$ cat src/rtl/wdt_pkg.sv
package wdt_pkg;
  localparam int unsigned CNT_W = 8;
  localparam int unsigned SEL_W = 3;

  localparam int unsigned OFS_CFG     = 'h000;
  localparam int unsigned OFS_RESTART = 'h004;
  localparam int unsigned OFS_LOCK    = 'h008;
  localparam int unsigned OFS_COUNT   = 'h00C;
  localparam int unsigned OFS_IE      = 'h200;
  localparam int unsigned OFS_STAT    = 'h204;
  localparam int unsigned OFS_CLR     = 'h208;
  localparam int unsigned OFS_SET     = 'h20C;

  localparam logic [7:0] KEY_RESTART = 8'hB2;
  localparam logic [7:0] KEY_LOCK    = 8'h3A;

  // bit order matches the configuration word layout (bit 0 = run)
  typedef struct packed {
    logic [SEL_W-1:0] clk_sel;
    logic [CNT_W-1:0] irq_cmp;
    logic [CNT_W-1:0] rst_cmp;
    logic [4:0]       rsvd;
    logic             rst_en;
    logic             irq_en;
    logic             run;
  } wdt_cfg_t;

  localparam int unsigned CFG_W = $bits(wdt_cfg_t);
endpackage

$ cat src/rtl/wdt_cfg_regs.sv
module wdt_cfg_regs
  import wdt_pkg::*;
(
  input  logic             clk,
  input  logic             rst,
  input  logic             cfg_we,
  input  logic             lock_we,
  input  logic [CFG_W-1:0] wdata,
  output wdt_cfg_t         cfg_o,
  output logic             locked_o
);
  wdt_cfg_t cfg_q;
  logic     locked_q;
  wdt_cfg_t cfg_new;

  always_comb begin
    cfg_new      = wdt_cfg_t'(wdata);
    cfg_new.rsvd = '0;
  end

  always_ff @(posedge clk) begin
    if (rst) begin
      cfg_q    <= '0;
      locked_q <= 1'b0;
    end else if (lock_we && !locked_q) begin
      locked_q  <= 1'b1;
      cfg_q.run <= 1'b1;
    end else if (cfg_we && !locked_q) begin
      cfg_q <= cfg_new;
    end
  end

  assign cfg_o    = cfg_q;
  assign locked_o = locked_q;

  assert_lock_sticky_R6: assert property (@(posedge clk) disable iff (rst)
    locked_q |=> locked_q);
  assert_lock_frozen_R6: assert property (@(posedge clk) disable iff (rst)
    locked_q |=> $stable(cfg_q));
endmodule

$ cat src/rtl/wdt_counter.sv
module wdt_counter
  import wdt_pkg::*;
#(
  parameter int unsigned NUM_RATES = 4
) (
  input  logic                 clk,
  input  logic                 rst,
  input  wdt_cfg_t             cfg_i,
  input  logic [NUM_RATES-1:0] tick_en,
  input  logic                 restart_i,
  output logic [CNT_W-1:0]     count_o,
  output logic                 irq_hit_o,
  output logic                 rst_req_o
);
  localparam logic [CNT_W-1:0] CNT_MAX = '1;

  logic [NUM_RATES-1:0] rate_sel;
  logic                 tick;
  logic                 adv;
  logic [CNT_W-1:0]     count_q, count_nxt;
  logic                 req_q;
  wire                  unused_rsvd = ^cfg_i.rsvd;

  genvar g;
  generate
    for (g = 0; g < NUM_RATES; g++) begin : g_rate
      assign rate_sel[g] = (cfg_i.clk_sel == SEL_W'(g + 1));
    end
  endgenerate

  assign tick = cfg_i.run && |(rate_sel & tick_en);
  assign adv  = tick && !restart_i && (count_q != CNT_MAX);

  always_comb begin
    count_nxt = count_q;
    if (restart_i)  count_nxt = '0;
    else if (adv)   count_nxt = count_q + 1'b1;
  end

  assign irq_hit_o = adv && cfg_i.irq_en && (count_nxt == cfg_i.irq_cmp);

  always_ff @(posedge clk) begin
    if (rst) begin
      count_q <= '0;
      req_q   <= 1'b0;
    end else begin
      count_q <= count_nxt;
      req_q   <= adv && cfg_i.rst_en && (count_nxt == cfg_i.rst_cmp);
    end
  end

  assign count_o   = count_q;
  assign rst_req_o = req_q;

  assert_restart_zero_R5: assert property (@(posedge clk) disable iff (rst)
    restart_i |=> (count_q == '0));
  assert_single_step_R4: assert property (@(posedge clk) disable iff (rst)
    (count_q != $past(count_q)) |-> (count_q == '0 || count_q == CNT_W'($past(count_q) + 1'b1)));
  assert_saturate_R4: assert property (@(posedge clk) disable iff (rst)
    (count_q == CNT_MAX && !restart_i) |=> (count_q == CNT_MAX));
  assert_req_pulse_R11: assert property (@(posedge clk) disable iff (rst)
    rst_req_o |=> !rst_req_o);
endmodule

$ cat src/rtl/wdt_irq_ctl.sv
module wdt_irq_ctl (
  input  logic clk,
  input  logic rst,
  input  logic hit_i,
  input  logic ie_we,
  input  logic ie_wdata,
  input  logic clr_i,
  input  logic set_i,
  output logic ie_o,
  output logic stat_o,
  output logic irq_o
);
  logic ie_q, stat_q, irq_q;
  logic ie_d, stat_d;

  assign ie_d   = ie_we ? ie_wdata : ie_q;
  assign stat_d = (stat_q && !clr_i) || hit_i || set_i;

  always_ff @(posedge clk) begin
    if (rst) begin
      ie_q   <= 1'b0;
      stat_q <= 1'b0;
      irq_q  <= 1'b0;
    end else begin
      ie_q   <= ie_d;
      stat_q <= stat_d;
      irq_q  <= stat_d && ie_d;
    end
  end

  assign ie_o   = ie_q;
  assign stat_o = stat_q;
  assign irq_o  = irq_q;

  assert_hit_sets_R8: assert property (@(posedge clk) disable iff (rst)
    hit_i |=> stat_q);
  assert_clear_R10: assert property (@(posedge clk) disable iff (rst)
    (clr_i && !set_i && !hit_i) |=> !stat_q);
  assert_set_R10: assert property (@(posedge clk) disable iff (rst)
    set_i |=> stat_q);
endmodule

$ cat src/rtl/keyed_watchdog.sv
module keyed_watchdog
  import wdt_pkg::*;
#(
  parameter int unsigned ADDR_W    = 12,
  parameter int unsigned DATA_W    = 32,
  parameter int unsigned NUM_RATES = 4
) (
  input  logic                 clk,
  input  logic                 rst,
  input  logic [ADDR_W-1:0]    bus_addr,
  input  logic                 bus_we,
  input  logic [DATA_W-1:0]    bus_wdata,
  output logic [DATA_W-1:0]    bus_rdata,
  input  logic [NUM_RATES-1:0] tick_en,
  output logic                 irq_o,
  output logic                 rst_req_o
);
  wdt_cfg_t         cfg;
  logic             locked;
  logic [CNT_W-1:0] count;
  logic             irq_hit;
  logic             ie, stat;
  logic [DATA_W-1:0] rdata_q, rdata_d;

  logic sel_cfg, sel_restart, sel_lock, sel_ie, sel_clr, sel_set;
  assign sel_cfg     = bus_addr == ADDR_W'(OFS_CFG);
  assign sel_restart = bus_addr == ADDR_W'(OFS_RESTART);
  assign sel_lock    = bus_addr == ADDR_W'(OFS_LOCK);
  assign sel_ie      = bus_addr == ADDR_W'(OFS_IE);
  assign sel_clr     = bus_addr == ADDR_W'(OFS_CLR);
  assign sel_set     = bus_addr == ADDR_W'(OFS_SET);

  logic restart, lock_key;
  assign restart  = bus_we && sel_restart && (bus_wdata[7:0] == KEY_RESTART);
  assign lock_key = bus_we && sel_lock && (bus_wdata[7:0] == KEY_LOCK);

  wire unused_wdata = ^bus_wdata[DATA_W-1:CFG_W];

  wdt_cfg_regs u_cfg (
    .clk      (clk),
    .rst      (rst),
    .cfg_we   (bus_we && sel_cfg),
    .lock_we  (lock_key),
    .wdata    (bus_wdata[CFG_W-1:0]),
    .cfg_o    (cfg),
    .locked_o (locked)
  );

  wdt_counter #(.NUM_RATES(NUM_RATES)) u_cnt (
    .clk       (clk),
    .rst       (rst),
    .cfg_i     (cfg),
    .tick_en   (tick_en),
    .restart_i (restart),
    .count_o   (count),
    .irq_hit_o (irq_hit),
    .rst_req_o (rst_req_o)
  );

  wdt_irq_ctl u_irq (
    .clk      (clk),
    .rst      (rst),
    .hit_i    (irq_hit),
    .ie_we    (bus_we && sel_ie),
    .ie_wdata (bus_wdata[0]),
    .clr_i    (bus_we && sel_clr && bus_wdata[0]),
    .set_i    (bus_we && sel_set && bus_wdata[0]),
    .ie_o     (ie),
    .stat_o   (stat),
    .irq_o    (irq_o)
  );

  always_comb begin
    rdata_d = '0;
    if (sel_cfg)                                 rdata_d = DATA_W'(cfg);
    else if (bus_addr == ADDR_W'(OFS_COUNT))     rdata_d = DATA_W'(count);
    else if (sel_ie)                             rdata_d = DATA_W'(ie);
    else if (bus_addr == ADDR_W'(OFS_STAT))      rdata_d = DATA_W'(stat);
  end

  always_ff @(posedge clk) begin
    if (rst) rdata_q <= '0;
    else     rdata_q <= rdata_d;
  end

  assign bus_rdata = rdata_q;

  assert_locked_runs_R6: assert property (@(posedge clk) disable iff (rst)
    locked |-> cfg.run);
  assert_irq_gated_R9: assert property (@(posedge clk) disable iff (rst)
    (irq_o && !$past(rst)) |-> (stat && ie));
endmodule

$ cat config.mk
export PLATFORM = sky130hd
export DESIGN_NAME = keyed_watchdog
export DESIGN_NICKNAME = d
export VERILOG_FILES = /design/src/rtl/wdt_pkg.sv /design/src/rtl/wdt_cfg_regs.sv /design/src/rtl/wdt_counter.sv /design/src/rtl/wdt_irq_ctl.sv /design/src/rtl/keyed_watchdog.sv
export SDC_FILE = /design/constraint.sdc
export NUM_CORES = 1
export LEC_CHECK = 0
export ABC_AREA = 1
export CAP_MARGIN = 20
export CORE_ASPECT_RATIO = 0.7
export CORE_MARGIN = 2
export CORE_UTILIZATION = 37
export DETAILED_ROUTE_END_ITERATION = 12
export GPL_ROUTABILITY_DRIVEN = 0
export PLACE_DENSITY_LB_ADDON = 0.1
export SYNTH_ARGS = -nofsm -noshare
export SYNTH_HDL_FRONTEND = slang
export SYNTH_SLANG_ARGS = --single-unit
$ cat constraint.sdc
create_clock -name clk -period 2.62 [get_ports clk]
set_clock_uncertainty 0.1 [all_clocks]
set_input_delay 0.393 -clock clk [delete_from_list [all_inputs] [get_ports clk]]
set_output_delay 0.393 -clock clk [all_outputs]
set_load 0.02 [all_outputs]
==> impl_metrics.prom, run 1 <==
# TYPE chip_impl_metric gauge
chip_impl_info{name="run_status",value="complete, no violations"} 1
chip_impl_metric{name="crit_path_max_fanout",unit=""} 8
chip_impl_metric{name="drc",unit=""} 0
chip_impl_metric{name="detailedRoute.firstPassIterationCount",unit=""} 4
chip_impl_metric{name="drive_above_1_share",unit=""} 0.1224
chip_impl_metric{name="worstRegToRegCells",unit=""} 13
chip_impl_metric{name="route.final.wire_length",unit="mm"} 7.407
chip_impl_metric{name="die_y",unit="microns"} 77.16
chip_impl_metric{name="peakVddDrop",unit="mV"} 0.2930
chip_impl_metric{name="initial_utilization",unit=""} 0.3848
chip_impl_metric{name="placement.setup.worst_slack",unit="ns"} 0.06653
chip_impl_metric{name="area_growth_syn_to_layout",unit="%"} 42.02
chip_impl_metric{name="drv_slew",unit=""} 0
chip_impl_metric{name="initial_antenna_violation_count",unit=""} 0
chip_impl_metric{name="yosys_register_bits",unit=""} 62
chip_impl_metric{name="critical_path.n_buffers_inverters",unit=""} 0
chip_impl_metric{name="htree_num_levels",unit=""} 3
chip_impl_metric{name="cts.sinks",unit=""} 62
chip_impl_metric{name="vias",unit=""} 2759
chip_impl_metric{name="design_area",unit="sq um"} 4018
chip_impl_metric{name="die_area",unit="sq um"} 8373
chip_impl_metric{name="cts_buffers",unit=""} 9
chip_impl_metric{name="num-nets-final",unit=""} 522
chip_impl_metric{name="vias_in_the_first_global_route",unit=""} 2647
chip_impl_info{name="cell_chain_critical_path",value="ha_1 > nand2_1 > nor2_2 > nand2_4 > nand3_4 > nand2_1 > nand2_2 > nand2_1 > nand2_1 > nand3_1 > nor2_1 > nand3_2 > a21oi_1"} 1
chip_impl_metric{name="worst_ep_required_time",unit="ns"} 2.79
chip_impl_metric{name="syn-cell-area",unit="sq um"} 2829
chip_impl_info{name="final_cell_mix",value="sky130_fd_sc_hd__clkdlybuf4s50_1 (74), sky130_fd_sc_hd__dfxtp_1 (62), sky130_fd_sc_hd__nand2_1 (57), sky130_fd_sc_hd__inv_1 (52), sky130_fd_sc_hd__nor2_1 (47)"} 1
chip_impl_metric{name="reg2reg_slack",unit="ns"} 0.40
chip_impl_metric{name="cts_resized",unit=""} 0
chip_impl_info{name="layout_commonest_cell",value="sky130_fd_sc_hd__clkdlybuf4s50_1"} 1
chip_impl_metric{name="hpwlAfterDp",unit="mm"} 5.651
chip_impl_metric{name="floorplan.core_area",unit="sq um"} 7352
chip_impl_metric{name="globalRouteTotalUtil",unit=""} 0.1885
chip_impl_info{name="worstReg2RegStart",value="u_cnt.count_o[1]"} 1
chip_impl_metric{name="post_drt_wl_per_cell",unit="microns"} 12.95
chip_impl_info{name="worst_setup_path_end_kind",value="flop"} 1
chip_impl_metric{name="die_width",unit="microns"} 108.5
chip_impl_metric{name="initialDrtViolationCount",unit=""} 162
chip_impl_metric{name="cellPowerDensity",unit="nW/um^2"} 531.0
chip_impl_metric{name="final_period_minus_worst_setup_slack",unit="ns"} 2.224
chip_impl_info{name="critical_path.reg2reg.endpoint",value="u_irq.stat_o"} 1
chip_impl_info{name="crit_top_cell",value="sky130_fd_sc_hd__nand2_1"} 1
chip_impl_info{name="tritoncts_clock_tree",value="built"} 1
chip_impl_metric{name="route.detailed.vias_per_inst",unit=""} 4.823
chip_impl_info{name="cpMaxStageDelayCell",value="sky130_fd_sc_hd__dfxtp_1"} 1
chip_impl_metric{name="rows",unit=""} 26
chip_impl_metric{name="cp_data_arrival_time",unit="ns"} 2.40
chip_impl_metric{name="cap_violations",unit=""} 0
chip_impl_info{name="timing.critical_path.from_type",value="flop"} 1
chip_impl_info{name="timing_endpoint_of_the_critical_path",value="u_irq.stat_o"} 1
chip_impl_info{name="cp-startpoint",value="u_cnt.count_o[1]"} 1
chip_impl_metric{name="clock_path_buffers",unit=""} 2
chip_impl_metric{name="timing.final.ws_setup",unit="ns"} 0.3959
chip_impl_metric{name="io-pin-count",unit=""} 85
chip_impl_metric{name="setup_viol_count_final",unit=""} 0
chip_impl_info{name="worst_path_dominant_cell_family",value="simple AND/OR/NAND/NOR gates"} 1
chip_impl_metric{name="synth_top_area_share",unit=""} 0.4387
chip_impl_metric{name="count_of_warnings_emitted_by_yosys",unit=""} 0
chip_impl_metric{name="timing_hold_violations_final",unit=""} 0
chip_impl_metric{name="worstSkewPairLatency",unit="ns"} 0.35
chip_impl_metric{name="largest_net_degree_at_the_start_of_global_routing",unit=""} 43
chip_impl_info{name="rsz0062_at_grt",value="no"} 1
chip_impl_metric{name="grt_overflow",unit=""} 0
chip_impl_metric{name="fillers",unit=""} 713
chip_impl_metric{name="critical_path_depth",unit=""} 13
chip_impl_metric{name="antenna_violating_nets_post_route",unit=""} 0
chip_impl_metric{name="setup_tns",unit="ns"} 0
chip_impl_info{name="min-delay-path-class",value="reg2reg"} 1
chip_impl_info{name="clockRootBuffer",value="sky130_fd_sc_hd__clkbuf_8"} 1
chip_impl_metric{name="finalCritPeriodShare",unit=""} 0.8489
chip_impl_metric{name="placedInstanceArea",unit="sq um"} 3762
chip_impl_metric{name="cts_hold_buf",unit=""} 0
chip_impl_metric{name="place.port_buffers",unit=""} 74
chip_impl_info{name="synth_area_leader_cell",value="sky130_fd_sc_hd__dfxtp_1"} 1
chip_impl_metric{name="crit_path_max_incr_delay",unit="ns"} 0.41
chip_impl_metric{name="clk_transition_reported_paths",unit="ns"} 0.06
chip_impl_metric{name="global_route_wire_length_before_repair",unit="mm"} 12.27
chip_impl_metric{name="netlist_instances",unit=""} 381
chip_impl_metric{name="antenna-diode-count",unit=""} 0
chip_impl_info{name="worstSetupPathType",value="reg2reg"} 1
chip_impl_metric{name="synth.lib_cells_used.distinct",unit=""} 37
chip_impl_metric{name="syn_area_per_cell",unit="sq um"} 7.425
chip_impl_metric{name="total_leakage_power",unit="nW"} 1.617
chip_impl_metric{name="cts_post_setup_buffers_inserted",unit=""} 0
chip_impl_metric{name="max_freq",unit="MHz"} 449.6
chip_impl_info{name="synth.top_cells.by_area",value="sky130_fd_sc_hd__dfxtp_1 (44%), sky130_fd_sc_hd__nand2_1 (7.6%), sky130_fd_sc_hd__inv_1 (6.9%)"} 1
chip_impl_metric{name="seq_area_frac_synth",unit=""} 0.4387
-- logic make-up after synthesis --
kind of cell,Yosys count,share of synthesized area
AOI/OAI and AO/OA,60,0.1181
and+or+nand+nor,181,0.3167
xor gates and xnor gates,6,0.01858
other,1,0.001326
buffers and inverters,70,0.1022
DFF,62,0.4387
adders and majority gates,1,0.004422
-- cell usage after synthesis --
master                      n
sky130_fd_sc_hd__xor2_1     5
sky130_fd_sc_hd__buf_1      1
sky130_fd_sc_hd__nand3_1   23
sky130_fd_sc_hd__a21boi_2   1
sky130_fd_sc_hd__nor3_4     1
sky130_fd_sc_hd__nor3_1    12
sky130_fd_sc_hd__inv_1     52
sky130_fd_sc_hd__nor2b_1    1
sky130_fd_sc_hd__inv_2      3
sky130_fd_sc_hd__o32ai_1    1
sky130_fd_sc_hd__nor2_1    47
sky130_fd_sc_hd__nand2_2    5
sky130_fd_sc_hd__o22ai_1    2
sky130_fd_sc_hd__nand3_4    1
sky130_fd_sc_hd__buf_6      1
sky130_fd_sc_hd__nor2_4     1
sky130_fd_sc_hd__ha_1       1
sky130_fd_sc_hd__o21ai_2    2
sky130_fd_sc_hd__buf_4      5
sky130_fd_sc_hd__nor4_1     3
sky130_fd_sc_hd__nor2_2     6
sky130_fd_sc_hd__o21ai_0   25
sky130_fd_sc_hd__a22oi_1    1
sky130_fd_sc_hd__nand4_1   16
sky130_fd_sc_hd__xnor2_1    1
sky130_fd_sc_hd__nand2_1   57
sky130_fd_sc_hd__nand4_2    1
sky130_fd_sc_hd__nand3_2    3
sky130_fd_sc_hd__nand2_4    2
sky130_fd_sc_hd__o211ai_1   3
sky130_fd_sc_hd__conb_1     1
sky130_fd_sc_hd__clkbuf_1   8
sky130_fd_sc_hd__and3_1     1
sky130_fd_sc_hd__dfxtp_1   62
sky130_fd_sc_hd__nor2_8     1
sky130_fd_sc_hd__a21oi_1   24
sky130_fd_sc_hd__a21oi_2    1
-- worst min-delay path, stage by stage, from the launching register on --
cell	delay [ns]
sky130_fd_sc_hd__dfxtp_1	0.32
sky130_fd_sc_hd__inv_1	0.07
sky130_fd_sc_hd__nor2_1	0.04
-- how the worst min path moves through the flow --
stage	start	endpoint	slack, ns	cells after the start
floorplan	u_cfg.cfg_o[10]	bus_rdata[10]	0.34	2
global placement	u_cfg.cfg_o[10]	bus_rdata[10]	0.36	2
detailed placement	u_cfg.cfg_o[10]	bus_rdata[10]	0.36	2
CTS	u_cfg.cfg_o[10]	bus_rdata[10]	0.37	2
global route	u_cfg.cfg_o[10]	bus_rdata[10]	0.41	2
finish	u_cfg.cfg_o[10]	bus_rdata[10]	0.37	2
-- cell type report --
type	count	area (sq um)	share of cell area
clock buffers	12	165.2	0.04111
clock inverters	3	90.09	0.02242
inverters	55	206.4	0.05139
multi-input cells	253	1314	0.3270
flip-flops and latches	62	1241	0.3089
well taps	98	122.6	0.03052
repair buffers	89	878.3	0.2186
-- stage by stage --
| step | hold slack (ns) | util | std cells | power (mW) |
|---|---|---|---|---|
| 5_1_grt | 0.4062 | 0.5465 | 572 | 2.200 |
| 3_3_place_gp | 0.3637 | 0.5117 | 557 | 1.083 |
| 6_report | 0.3701 | 0.5465 | 572 | 2.133 |
| 2_1_floorplan | 0.3421 | - | 385 | 1.003 |
| 3_5_place_dp | 0.3621 | 0.5117 | 557 | 1.084 |
| 4_1_cts | 0.3721 | 0.5465 | 572 | 2.155 |
-- report_power, final --
| group | total (mW) | switching, mW | internal, mW |
|---|---|---|---|
| sequential | 0.942 | 0.0000418 | 0.942 |
| combinational | 0.121 | 0.0487 | 0.0719 |
| clock | 1.07 | 0.366 | 0.705 |
| total | 2.13 | 0.414 | 1.72 |
-- registers in the layout, indices dropped and copies added (netlist names) --
register / cells
bus_rdata: 27
u_cfg.cfg_o: 22
u_cfg.locked_o: 1
u_cnt.count_o: 8
u_cnt.rst_req_o: 1
u_irq.ie_o: 1
u_irq.irq_o: 1
u_irq.stat_o: 1
-- layer usage --
| layer | vias to the layer above | part of all wire | GRT usage |
|---|---|---|---|
| li1 | 1416 | - | - |
| met1 | 1235 | 0.50 | 0.2727 |
| met2 | 101 | 0.41 | 0.2631 |
| met3 | 7 | 0.084 | 0.06293 |
| met4 | 0 | 0.0082 | 0.05513 |
| met5 | - | 0 | 0 |
(Power assumes the default switching activity.)
==> run 2, diff against run 1 <==
==> constraint.sdc (replaced) <==
create_clock -name clk -period 1.9 [get_ports clk]
set_clock_uncertainty 0.1 [all_clocks]
set_input_delay 0.285 -clock clk [delete_from_list [all_inputs] [get_ports clk]]
set_output_delay 0.285 -clock clk [all_outputs]
set_load 0.02 [all_outputs]
==> run 2 against run 1 <==
  * The run now ends with setup timing left
  * Fmax up 11%
  * Largest power group is now registers
  * Critical endpoint is now u_irq.irq_o
  * Critical path type unchanged
  * Worst setup slack worse by 0.50 ns
  * Register-to-register slack worse by 0.50 ns
  * First-iteration DRC count up 23%
  * Sequential share of layout area down 4.6 points
  * Combinational power up 63%
  * Routed wire length up 23%
==> impl_metrics.prom, run 2 (same netlist as run 1, synthesis figures left out) <==
# TYPE chip_impl_metric gauge
chip_impl_info{name="run_status",value="finished with violations"} 1
chip_impl_info{name="failing_checks",value="setup timing"} 1
chip_impl_info{name="layout_commonest_cell",value="sky130_fd_sc_hd__buf_4"} 1
chip_impl_metric{name="largest_net_degree_at_the_start_of_global_routing",unit=""} 24
chip_impl_info{name="worstReg2RegStart",value="u_cnt.count_o[0]"} 1
chip_impl_metric{name="floorplan.core_area",unit="sq um"} 7352
chip_impl_metric{name="worst_hold_path.num_cells",unit=""} 4
chip_impl_metric{name="cts_hold_buf",unit=""} 0
chip_impl_metric{name="max_freq",unit="MHz"} 498.3
chip_impl_metric{name="peakVddDrop",unit="mV"} 0.3785
chip_impl_metric{name="cellPowerDensity",unit="nW/um^2"} 534.3
chip_impl_info{name="worst_setup_path_end_kind",value="flop"} 1
chip_impl_info{name="timing.critical_path.from_type",value="flop"} 1
chip_impl_info{name="final_cell_mix",value="sky130_fd_sc_hd__buf_4 (64), sky130_fd_sc_hd__dfxtp_1 (57), sky130_fd_sc_hd__clkdlybuf4s50_1 (56), sky130_fd_sc_hd__inv_1 (51), sky130_fd_sc_hd__nand2_1 (43)"} 1
chip_impl_metric{name="die_y",unit="microns"} 77.16
chip_impl_metric{name="reg2reg_slack",unit="ns"} -0.11
chip_impl_metric{name="crit_path_max_fanout",unit=""} 7
chip_impl_metric{name="detailedRoute.firstPassIterationCount",unit=""} 5
chip_impl_metric{name="htree_num_levels",unit=""} 3
chip_impl_metric{name="finalCritPeriodShare",unit=""} 1.056
chip_impl_info{name="worstSetupPathType",value="reg2reg"} 1
chip_impl_metric{name="route.met2.wl",unit="mm"} 4.065
chip_impl_info{name="worstHoldStart",value="bus_wdata[1]"} 1
chip_impl_metric{name="vias_in_the_first_global_route",unit=""} 2963
chip_impl_metric{name="grt_overflow",unit=""} 0
chip_impl_metric{name="drive_above_1_share",unit=""} 0.3116
chip_impl_metric{name="area_growth_syn_to_layout",unit="%"} 68.24
chip_impl_metric{name="max_ffs_per_register",unit=""} 27
chip_impl_metric{name="cap_violations",unit=""} 0
chip_impl_metric{name="die_width",unit="microns"} 108.5
chip_impl_metric{name="worstSkewPairLatency",unit="ns"} 0.35
chip_impl_metric{name="final_cells",unit=""} 634
chip_impl_metric{name="cp_data_arrival_time",unit="ns"} 2.19
chip_impl_info{name="tritoncts_clock_tree",value="built"} 1
chip_impl_metric{name="route.final.wire_length",unit="mm"} 9.102
chip_impl_metric{name="setup_viol_count_final",unit=""} 3
chip_impl_metric{name="cts_buffers",unit=""} 9
chip_impl_info{name="critical_path.reg2reg.endpoint",value="u_irq.irq_o"} 1
chip_impl_metric{name="placement.setup.worst_slack",unit="ns"} -0.5918
chip_impl_metric{name="initial_antenna_violation_count",unit=""} 0
chip_impl_metric{name="drt-met1-wl",unit="mm"} 4.159
chip_impl_metric{name="fillers",unit=""} 678
chip_impl_info{name="rsz0062_at_grt",value="yes"} 1
chip_impl_metric{name="final_period_minus_worst_setup_slack",unit="ns"} 2.007
chip_impl_metric{name="die_area",unit="sq um"} 8373
chip_impl_metric{name="total_leakage_power",unit="nW"} 2.051
chip_impl_metric{name="initialDrtViolationCount",unit=""} 199
chip_impl_metric{name="num-nets-final",unit=""} 585
chip_impl_metric{name="timing.final.ws_setup",unit="ns"} -0.1069
chip_impl_metric{name="drv_slew",unit=""} 0
chip_impl_metric{name="route.detailed.vias_per_inst",unit=""} 4.907
chip_impl_metric{name="antenna-diode-count",unit=""} 0
chip_impl_metric{name="global_route_wire_length_before_repair",unit="mm"} 13.99
chip_impl_info{name="worstHoldEndpoint",value="u_cfg.cfg_o[1]"} 1
chip_impl_metric{name="met3_wirelength",unit="microns"} 773
chip_impl_metric{name="drc",unit=""} 0
chip_impl_metric{name="vias",unit=""} 3111
chip_impl_metric{name="place.port_buffers",unit=""} 74
chip_impl_metric{name="worst_ep_required_time",unit="ns"} 2.09
chip_impl_metric{name="hpwlAfterDp",unit="mm"} 6.072
chip_impl_metric{name="cts.sinks",unit=""} 62
chip_impl_metric{name="io-pin-count",unit=""} 85
chip_impl_metric{name="clock_path_buffers",unit=""} 2
chip_impl_metric{name="antenna_violating_nets_post_route",unit=""} 0
chip_impl_info{name="topRoutingLayerUsed",value="met4"} 1
chip_impl_info{name="cp-startpoint",value="u_cnt.count_o[0]"} 1
chip_impl_metric{name="rows",unit=""} 26
chip_impl_info{name="min-delay-path-class",value="in2reg"} 1
chip_impl_metric{name="timing_hold_violations_final",unit=""} 0
chip_impl_metric{name="placed_cells_incl_taps",unit=""} 597
chip_impl_metric{name="clk_transition_reported_paths",unit="ns"} 0.07
chip_impl_metric{name="globalRouteTotalUtil",unit=""} 0.2178
chip_impl_info{name="clockRootBuffer",value="sky130_fd_sc_hd__clkbuf_8"} 1
chip_impl_metric{name="post_drt_wl_per_cell",unit="microns"} 14.36
chip_impl_metric{name="initial_utilization",unit=""} 0.3848
chip_impl_metric{name="worstRegToRegCells",unit=""} 13
run 2: cell count changes in the layout (fill, tap and decap cells not counted), sizes merged:
cell           previous run  this run
bufinv                    3         0
dlymetal6s2s              0         9
clkinv                    0         1
dlygate4sd2               0         9
buf                      15        76
clkdlybuf4s50            74        56
clkbuf                   12        15
run 2: worst max-delay path by stage:
stage	endpoint	slack [ns]	depth (start not counted)
after floorplan	u_irq.stat_o	0.07	13
after global placement	u_irq.irq_o	-0.45	13
after detailed placement	u_irq.irq_o	-0.59	12
after CTS	u_irq.stat_o	-0.12	15
after global routing	u_irq.irq_o	-0.25	16
final	u_irq.irq_o	-0.11	13
run 2: worst max-delay path: stages (launching register included):
cell	delay [ns]
sky130_fd_sc_hd__dfxtp_4	0.37
sky130_fd_sc_hd__ha_4	0.14
sky130_fd_sc_hd__nand2_2	0.08
sky130_fd_sc_hd__nor2_4	0.18
sky130_fd_sc_hd__nand2_4	0.10
sky130_fd_sc_hd__nand3_4	0.15
sky130_fd_sc_hd__nand2_2	0.08
sky130_fd_sc_hd__nand2_2	0.11
sky130_fd_sc_hd__nand2_4	0.08
sky130_fd_sc_hd__a21oi_2	0.15
sky130_fd_sc_hd__nand2_1	0.08
sky130_fd_sc_hd__nor2_2	0.12
sky130_fd_sc_hd__nand3_2	0.08
sky130_fd_sc_hd__a21oi_2	0.13
run 2: metal layers:
| metal | up-vias | global-route usage |
|---|---|---|
| li1 | 1539 | - |
| met1 | 1442 | 0.2906 |
| met2 | 115 | 0.3231 |
| met3 | 15 | 0.09439 |
| met4 | 0 | 0.05128 |
| met5 | - | 0 |
run 2: power by group:
group | total, mW | internal (mW) | leakage, nW | switching [mW]
sequential | 1.30 | 1.30 | 0.502 | 0.0000589
clock | 1.05 | 0.564 | 0.0914 | 0.483
combinational | 0.197 | 0.114 | 1.46 | 0.0827
total | 2.54 | 1.98 | 2.05 | 0.566
run 2: area by class of cell:
type	instances	area [sq um]	share of cell area
inverter	55	206.4	0.04338
clock buffer	13	168.9	0.03549
multi-input combinational	253	1546	0.3249
tap	98	122.6	0.02576
sequential	62	1250	0.2626
timing repair buffer	152	1460	0.3068
clock inverter	1	5.005	0.001052
run 2: timing repair:
| action | CTS | global route |
|---|---|---|
| hold endpoints to repair | 0 | 0 |
| gates cloned | 1 | 2 |
| endpoints found under the setup margin | 44 | 27 |
| buffers inserted | 16 | 4 |
| gates resized for setup | 45 | 46 |
| pin swaps | 31 | 30 |
run 2: through the flow:
stage          utilization  setup TNS [ns]  cell area, sq um  hold slack, ns  power [mW]
3_3_place_gp        0.5534          -18.54              4069          0.3666       1.510
5_1_grt             0.6474         -0.7396              4760          0.3494       2.645
6_report            0.6474         -0.2732              4760          0.2713       2.543
3_5_place_dp        0.5534          -22.08              4069          0.3622       1.511
2_1_floorplan            -               0              2850          0.3421       1.383
4_1_cts             0.6142         -0.3060              4516          0.3712       2.557
